--- config.mk ---
export PLATFORM = sky130hd
export DESIGN_NAME = spi_cs_master
export DESIGN_NICKNAME = d
export VERILOG_FILES = /design/src/rtl/spi_cs_pkg.sv /design/src/rtl/spi_cs_delay.sv /design/src/rtl/spi_cs_shifter.sv /design/src/rtl/spi_cs_master.sv
export SDC_FILE = /design/constraint.sdc
export NUM_CORES = 1
export LEC_CHECK = 0
export CAP_MARGIN = 20
export CORE_MARGIN = 1.5
export CORE_UTILIZATION = 55
export DETAILED_ROUTE_END_ITERATION = 8
export HOLD_SLACK_MARGIN = 0.1
export PLACE_DENSITY = 0.8
export SETUP_SLACK_MARGIN = 0.15
export SLEW_MARGIN = 20
export SYNTH_ARGS = -nofsm -noshare
export SYNTH_HDL_FRONTEND = slang
export SYNTH_SLANG_ARGS = --single-unit
--- constraint.sdc ---
create_clock -name clk -period 7 [get_ports clk]
set_input_delay 1.75 -clock clk [delete_from_list [all_inputs] [get_ports clk]]
set_output_delay 1.75 -clock clk [all_outputs]
set_load 0.05 [all_outputs]
--- src/rtl/spi_cs_pkg.sv ---
package spi_cs_pkg;

    typedef enum logic [2:0] {
        ST_IDLE,
        ST_DESEL,
        ST_LEAD,
        ST_SHIFT,
        ST_TRAIL
    } seq_state_t;

    localparam int REG_W  = 26;
    localparam int BYTE_W = 8;
    localparam int FLD_W  = 8;

    localparam logic [1:0] A_CTRL = 2'd0;
    localparam logic [1:0] A_CFG  = 2'd1;
    localparam logic [1:0] A_TXD  = 2'd2;
    localparam logic [1:0] A_STAT = 2'd3;

    localparam int CF_GAP_LSB = 8;
    localparam int CF_SEL_LSB = 16;
    localparam int CF_KEEP    = 24;
    localparam int CF_FOFF    = 25;
    localparam int TX_SEL_LSB = 8;

endpackage

--- src/rtl/spi_cs_delay.sv ---
module spi_cs_delay #(
    parameter int W = 8
) (
    input  logic         clk,
    input  logic         rst_n,
    input  logic         load,
    input  logic [W-1:0] len,
    output logic         expired
);
    logic [W-1:0] cnt;

    always_ff @(posedge clk or negedge rst_n) begin
        if (!rst_n)
            cnt <= '0;
        else if (load)
            cnt <= len - W'(1);
        else if (cnt != '0)
            cnt <= cnt - W'(1);
    end

    assign expired = (cnt == '0);

    // every timed interval lasts at least one cycle
    a_r4_len_nonzero: assert property (@(posedge clk) disable iff (!rst_n)
        load |-> (len != '0));

endmodule

--- src/rtl/spi_cs_shifter.sv ---
module spi_cs_shifter #(
    parameter int DW = 8
) (
    input  logic          clk,
    input  logic          rst_n,
    input  logic          load,
    input  logic [DW-1:0] din,
    input  logic          sample,
    input  logic          shift,
    input  logic          miso,
    output logic          mosi,
    output logic [DW-1:0] rx
);
    logic [DW-1:0] tx_sh;
    logic [DW-1:0] rx_sh;

    always_ff @(posedge clk or negedge rst_n) begin
        if (!rst_n) begin
            tx_sh <= '0;
            rx_sh <= '0;
        end else begin
            if (load)
                tx_sh <= din;
            else if (shift)
                tx_sh <= {tx_sh[DW-2:0], 1'b0};
            if (sample)
                rx_sh <= {rx_sh[DW-2:0], miso};
        end
    end

    assign mosi = tx_sh[DW-1];
    assign rx   = rx_sh;

    // a rising edge never coincides with a falling edge
    a_r2_edge_exclusive: assert property (@(posedge clk) disable iff (!rst_n)
        !(sample && shift));

endmodule

--- src/rtl/spi_cs_master.sv ---
module spi_cs_master
    import spi_cs_pkg::*;
#(
    parameter int CS_COUNT = 4
) (
    input  logic                clk,
    input  logic                rst_n,
    input  logic                reg_wr,
    input  logic                reg_rd,
    input  logic [1:0]          reg_addr,
    input  logic [REG_W-1:0]    reg_wdata,
    output logic [REG_W-1:0]    reg_rdata,
    input  logic                nss_in,
    input  logic                miso,
    output logic                sck,
    output logic                mosi,
    output logic [CS_COUNT-1:0] cs_n
);
    localparam int SEL_W  = (CS_COUNT > 1) ? $clog2(CS_COUNT) : 1;
    localparam int EDGES  = 2 * BYTE_W;
    localparam int EDGE_W = $clog2(EDGES);

    seq_state_t state, state_n;

    logic              enabled, fault, rx_full, tx_full, cs_on, sck_q;
    logic [FLD_W-1:0]  cfg_div, cfg_gap, cfg_sel;
    logic              cfg_keep, cfg_foff;
    logic [BYTE_W-1:0] hold_data, rx_data, rx_byte;
    logic [SEL_W-1:0]  hold_sel, cur_sel;
    logic [EDGE_W-1:0] ecnt;
    logic [FLD_W-1:0]  half, gap_len, sel_len, ld_val;
    logic              ld, expired, load_shift, rise, fall, done_byte, cs_set, cs_clr;
    logic              wr_ctrl, wr_cfg, wr_tx, stat_rd, fault_hit, start_ok, last_edge;

    assign wr_ctrl   = reg_wr && (reg_addr == A_CTRL);
    assign wr_cfg    = reg_wr && (reg_addr == A_CFG);
    assign wr_tx     = reg_wr && (reg_addr == A_TXD);
    assign stat_rd   = reg_rd && (reg_addr == A_STAT);
    assign fault_hit = enabled && !cfg_foff && !nss_in;
    assign start_ok  = enabled && tx_full;
    assign last_edge = (ecnt == EDGE_W'(EDGES - 1));

    always_comb begin
        half    = (cfg_div < FLD_W'(2)) ? FLD_W'(1) : (cfg_div >> 1);
        gap_len = (cfg_gap < half) ? half : cfg_gap;
        sel_len = (cfg_sel < half) ? half : cfg_sel;
    end

    spi_cs_delay #(.W(FLD_W)) u_delay (
        .clk(clk), .rst_n(rst_n), .load(ld), .len(ld_val), .expired(expired)
    );

    spi_cs_shifter #(.DW(BYTE_W)) u_shift (
        .clk(clk), .rst_n(rst_n), .load(load_shift), .din(hold_data),
        .sample(rise), .shift(fall), .miso(miso), .mosi(mosi), .rx(rx_byte)
    );

    // state register
    always_ff @(posedge clk or negedge rst_n) begin
        if (!rst_n) state <= ST_IDLE;
        else        state <= state_n;
    end

    // next state and sequencing strobes
    always_comb begin
        state_n    = state;
        ld         = 1'b0;
        ld_val     = half;
        load_shift = 1'b0;
        rise       = 1'b0;
        fall       = 1'b0;
        done_byte  = 1'b0;
        cs_set     = 1'b0;
        cs_clr     = 1'b0;
        unique case (state)
            ST_IDLE: begin
                if (start_ok) begin
                    if (cs_on && (cur_sel != hold_sel)) begin
                        state_n = ST_DESEL; cs_clr = 1'b1; ld = 1'b1; ld_val = sel_len;
                    end else begin
                        state_n = ST_LEAD; ld = 1'b1; load_shift = 1'b1; cs_set = 1'b1;
                    end
                end
            end
            ST_DESEL: begin
                if (expired) begin
                    if (start_ok) begin
                        state_n = ST_LEAD; ld = 1'b1; load_shift = 1'b1; cs_set = 1'b1;
                    end else begin
                        state_n = ST_IDLE;
                    end
                end
            end
            ST_LEAD: begin
                if (expired) begin
                    state_n = ST_SHIFT; ld = 1'b1; rise = 1'b1;
                end
            end
            ST_SHIFT: begin
                if (expired) begin
                    ld = 1'b1;
                    if (sck_q) fall = 1'b1;
                    else       rise = 1'b1;
                    if (last_edge) begin
                        done_byte = 1'b1; state_n = ST_TRAIL; ld_val = gap_len;
                    end
                end
            end
            ST_TRAIL: begin
                if (expired) begin
                    if (start_ok && (hold_sel == cur_sel)) begin
                        state_n = ST_LEAD; ld = 1'b1; load_shift = 1'b1; cs_set = 1'b1;
                    end else if (start_ok || !cfg_keep) begin
                        state_n = ST_DESEL; cs_clr = 1'b1; ld = 1'b1; ld_val = sel_len;
                    end else begin
                        state_n = ST_IDLE;
                    end
                end
            end
            default: state_n = ST_IDLE;
        endcase
        if (fault_hit) begin
            state_n    = ST_IDLE;
            ld         = 1'b0;
            load_shift = 1'b0;
            rise       = 1'b0;
            fall       = 1'b0;
            done_byte  = 1'b0;
            cs_set     = 1'b0;
            cs_clr     = 1'b1;
        end
    end

    // registered outputs and flags
    always_ff @(posedge clk or negedge rst_n) begin
        if (!rst_n) begin
            enabled <= 1'b0;  fault <= 1'b0;   rx_full <= 1'b0;  tx_full <= 1'b0;
            cs_on   <= 1'b0;  sck_q <= 1'b0;   cur_sel <= '0;    hold_sel <= '0;
            hold_data <= '0;  rx_data <= '0;   ecnt <= '0;
            cfg_div <= '0;    cfg_gap <= '0;   cfg_sel <= '0;
            cfg_keep <= 1'b0; cfg_foff <= 1'b0;
        end else begin
            if (wr_ctrl) begin
                if (reg_wdata[1])      enabled <= 1'b0;
                else if (reg_wdata[0]) enabled <= 1'b1;
            end
            if (fault_hit) enabled <= 1'b0;

            if (fault_hit)    fault <= 1'b1;
            else if (stat_rd) fault <= 1'b0;

            if (done_byte)    rx_full <= 1'b1;
            else if (stat_rd) rx_full <= 1'b0;
            if (done_byte)    rx_data <= rx_byte;

            if (wr_tx)           tx_full <= 1'b1;
            else if (load_shift) tx_full <= 1'b0;
            if (wr_tx) begin
                hold_data <= reg_wdata[BYTE_W-1:0];
                hold_sel  <= reg_wdata[TX_SEL_LSB +: SEL_W];
            end

            if (cs_clr)      cs_on <= 1'b0;
            else if (cs_set) cs_on <= 1'b1;
            if (cs_set)      cur_sel <= hold_sel;

            if (fault_hit) sck_q <= 1'b0;
            else if (rise) sck_q <= 1'b1;
            else if (fall) sck_q <= 1'b0;

            if (load_shift)       ecnt <= '0;
            else if (rise || fall) ecnt <= ecnt + EDGE_W'(1);

            if (wr_cfg) begin
                cfg_div  <= reg_wdata[FLD_W-1:0];
                cfg_gap  <= reg_wdata[CF_GAP_LSB +: FLD_W];
                cfg_sel  <= reg_wdata[CF_SEL_LSB +: FLD_W];
                cfg_keep <= reg_wdata[CF_KEEP];
                cfg_foff <= reg_wdata[CF_FOFF];
            end
        end
    end

    for (genvar g = 0; g < CS_COUNT; g++) begin : g_cs
        assign cs_n[g] = !(cs_on && (cur_sel == SEL_W'(g)));
    end

    assign sck = sck_q;

    always_comb begin
        unique case (reg_addr)
            A_CFG:   reg_rdata = {cfg_foff, cfg_keep, cfg_sel, cfg_gap, cfg_div};
            A_STAT:  reg_rdata = REG_W'({rx_data, 4'b0000, enabled, fault, rx_full, !tx_full});
            default: reg_rdata = '0;
        endcase
    end

    // a fault releases the bus and halts on the same edge
    a_r9_fault_release: assert property (@(posedge clk) disable iff (!rst_n)
        fault_hit |=> (cs_n == '1 && !sck && !enabled && fault));

    // the fault flag clears only through a status read
    a_r10_flag_sticky: assert property (@(posedge clk) disable iff (!rst_n)
        (fault && !stat_rd) |=> fault);

    // SCK idles low outside the shifting state
    a_r4_sck_low_outside: assert property (@(posedge clk) disable iff (!rst_n)
        (state != ST_SHIFT) |-> !sck);

    // every select is high during the deselect interval
    a_r5_desel_high: assert property (@(posedge clk) disable iff (!rst_n)
        (state == ST_DESEL) |-> (cs_n == '1));

    // the select does not move while bits are shifting
    a_r7_cs_steady: assert property (@(posedge clk) disable iff (!rst_n)
        (state == ST_SHIFT && !fault_hit) |=> $stable(cs_n));

    // a disabled block never leaves idle for a transfer
    a_r11_halt_holds: assert property (@(posedge clk) disable iff (!rst_n)
        (state == ST_IDLE && !enabled) |=> (state == ST_IDLE));

    // moving a word into the shifter empties the holding register
    a_r8_load_empties: assert property (@(posedge clk) disable iff (!rst_n)
        (load_shift && !wr_tx) |=> !tx_full);

endmodule

==> reports/metrics.cfg <==
[die]
num_rows=33
initial_core_util_pct=56.83
die_area_um2=9052
fp.dieW_um=95.14
pin_count=66
core_area_um2=8217
fp.dieH_um=95.14

[place]
dp_cells=576
gp_congestion=0.9272
dp_hpwl_um=7941
port_buffers=65

[clocking]
numCtsBuffers=9
htree_levels=3
cts_tree=done
cts_resized=0
cts_hold_buffers=0
clock_path_buffers=2
clk_pin_slew_ns=0.09
root_buffer=clkbuf_8
cts_sinks=83
clock_latency_ns=0.36
post_cts_buffers=0

[routing]
via_count=3674
antenna_left=0
drt_iter0_markers=238
postRouteWirelength_um=11090
wire_per_inst_um=18.72
vias_per_cell=6.206
detail_route.first_pass.iterations=5
drc_errors=0

[power_and_ir_drop]
p_per_area_nw_per_um2=318.8
p_leak_uw=0.002453
irDropWorstVdd_v=0.0001390

[critical_path]
startpoint=reg_addr[1]
cp.arrival_ns=3.95
crit_type=input pin to output port
required_ns=5.25
timing.rr.start=cfg_div[4]
rrSetupSlack_ns=3.37
cp-endpoint=reg_rdata[24]
worst-path-max-fanout=15
r2r_end=u_delay.cnt[7]
start_kind=input pin
endpoint_kind=output port
rr_worst_depth=11

[job]
cap_violations=0

[grt]
grt_start_max_net_pins=84
grt_usage_pct=25.81
overflow=0
grt_pass1_wl_um=17760
antenna_found_initial=0
first_global_vias=3535

[cells_and_area]
drive_gt1_share_pct=18.89
n_antenna_cell=0
area_delta_synth_final_pct=20.61
nets=530
final_cells=592
n_fill_cell=633

[timing]
slew_headroom_pct=26.73
slew_viol_final=0
setup_violations=0
finalCriticalPeriod_ns=5.696
finalSetupTns_ns=0
min_period_over_period_pct=81.37
finClkSkew_ns=0.01070
fmax_ghz=0.1756
tightest_slew_ns=1.094
rsz0062_at_grt=no
hold_viol=0

[synthesis]
synthesis.nets=467
avgSynthCellArea_um2=11.14
syn_inst=419
yosys_most_used_dff=dfrtp_1
synth-warning-count=0
syn_area_um2=4669
ys_seq_area_share_pct=44.48
synth_edf_count=0
yosysUniqueCellTypes=64
ys_async_sr_fraction_pct=100.0
ys_ff_latch=83

[hold_path]
hp-class=flip-flop to flip-flop

[run_status]
status=finished clean

[cells in the final DEF (no fill, tap or decap), types with 3 or more instances in the layout]
cell,n
dfrtp_1,83
clkdlybuf4s50_1,64
o2bb2ai_1,3
o21ai_0,8
a2111oi_2,4
a21oi_1,8
a21o_1,12
clkbuf_8,9
xnor2_1,5
nand2_1,14
buf_4,5
mux2_2,52
a211oi_1,5
xor2_1,6
o2111ai_1,3
inv_6,4
nor3_1,7
o221ai_1,3
a31oi_1,4
inv_1,10
and2_1,17
nand3b_1,3
mux2i_1,17
nand2b_1,5
nand3_1,6
a211o_1,4
ha_1,14
mux2_1,4
a22o_1,7
nor2_1,34
a311oi_1,3
nor2b_1,15
[synth_stat cells, drive strengths merged (3+ instances only)]
master / instances / area share (%)
a22o: 7 / 1.3
a31oi: 4 / 0.54
a2111oi: 5 / 1.5
o2111ai: 3 / 0.56
a211oi: 5 / 0.80
nand3: 6 / 0.64
xnor2: 5 / 0.94
mux2i: 17 / 3.6
o221ai: 4 / 0.88
a311oi: 3 / 0.56
o21ai: 9 / 0.96
nand2: 15 / 1.2
mux2: 56 / 14
o31ai: 3 / 0.70
nor3: 7 / 0.75
nand2b: 5 / 0.67
nand3b: 3 / 0.48
a21o: 12 / 1.9
nor4: 4 / 0.94
a21oi: 8 / 0.86
xor2: 6 / 1.1
o2bb2ai: 3 / 0.56
buf: 5 / 0.67
a21boi: 3 / 0.48
a22oi: 3 / 0.59
dfrtp: 83 / 44
ha: 14 / 3.8
inv: 10 / 0.80
nor2: 34 / 2.7
clkbuf: 13 / 1.0
and2: 17 / 2.3
a211o: 4 / 0.75
nor2b: 15 / 2.0
[metal layers]
layer | wire, µm | track usage [%] | up-vias | share of wire, %
li1 | - | - | 1680 | -
met3 | 549 | 3.589 | 24 | 5.0
met5 | 0 | 0 | - | 0
met4 | 183 | 8.831 | 0 | 1.7
met1 | 4885 | 35.11 | 1840 | 44
met2 | 5467 | 42.26 | 130 | 49
[cell type report]
| cell class | instances | area (µm²) | area share, % |
|---|---|---|---|
| Clock buffer | 9 | 123.9 | 2.200 |
| Tap cell | 105 | 131.4 | 2.333 |
| Timing Repair Buffer | 70 | 689.4 | 12.24 |
| Sequential cell | 83 | 2077 | 36.88 |
| Multi-Input combinational cell | 308 | 2491 | 44.23 |
| Clock inverter | 7 | 81.33 | 1.444 |
| Inverter | 10 | 37.54 | 0.6665 |
[metrics by stage]
step           hold slack [ns]  instance area, µm²  setup slack [ns]  total power, µW  util, %
3_3_place_gp            0.4603                5411             1.390             1393    65.86
2_1_floorplan           0.4444                4669             1.936             1220        -
3_5_place_dp            0.4684                5411             1.341             1425    65.86
6_report                0.4855                5632             1.304             1796    68.54
4_1_cts                 0.4899                5617             1.303             1789    68.36
5_1_grt                 0.5031                5632             1.212             1902    68.54
[power breakdown]
| group | switching (µW) | total (µW) | internal, µW | leakage, µW |
|---|---|---|---|---|
| Sequential | 135 | 729 | 594 | 0.00104 |
| Clock | 191 | 363 | 172 | 0.000107 |
| Combinational | 405 | 704 | 299 | 0.00131 |
| Total | 731 | 1800 | 1060 | 0.00245 |
[flip-flops by register name, indices dropped and copies added (netlist names), 2 cells and up]
signal         flops
u_shift.rx         8
rx_data            8
ecnt               4
cfg_div            8
state              3
hold_sel           2
u_delay.cnt        8
u_shift.tx_sh      8
cfg_gap            8
hold_data          8
cur_sel            2
cfg_sel            8
[worst min path at each step]
stage	endpoint	slack, ns	cells after the start	from
3_5_place_dp	u_shift.tx_sh[5]	0.47	1	u_shift.tx_sh[5]
6_report	u_shift.tx_sh[0]	0.49	2	hold_data[0]
2_1_floorplan	u_shift.tx_sh[0]	0.44	2	hold_data[0]
5_1_grt	u_shift.tx_sh[5]	0.50	1	u_shift.tx_sh[5]
4_1_cts	u_shift.tx_sh[5]	0.49	1	u_shift.tx_sh[5]
3_3_place_gp	u_shift.tx_sh[3]	0.46	1	u_shift.tx_sh[3]
[cell families (layout without fill, tap and decap cells)]
kind of cell	Yosys count	in the layout	synth area share [%]
and+or+nand+nor	119	119	13.83
AOI/OAI and AO/OA	91	91	16.21
DFF	83	83	44.48
muxes	73	73	17.15
buffers and inverters	28	96	2.519
adders and majority gates	14	14	3.751
xor gates and xnor gates	11	11	2.063
[worst max-delay path: stages]
cell and delay [ns]:
clkdlybuf4s50_1 0.73, nor2b_1 0.24, buf_4 0.24, and2_1 0.16, clkdlybuf4s50_1 0.81
Note: power is estimated with default switching activity, not from simulation.
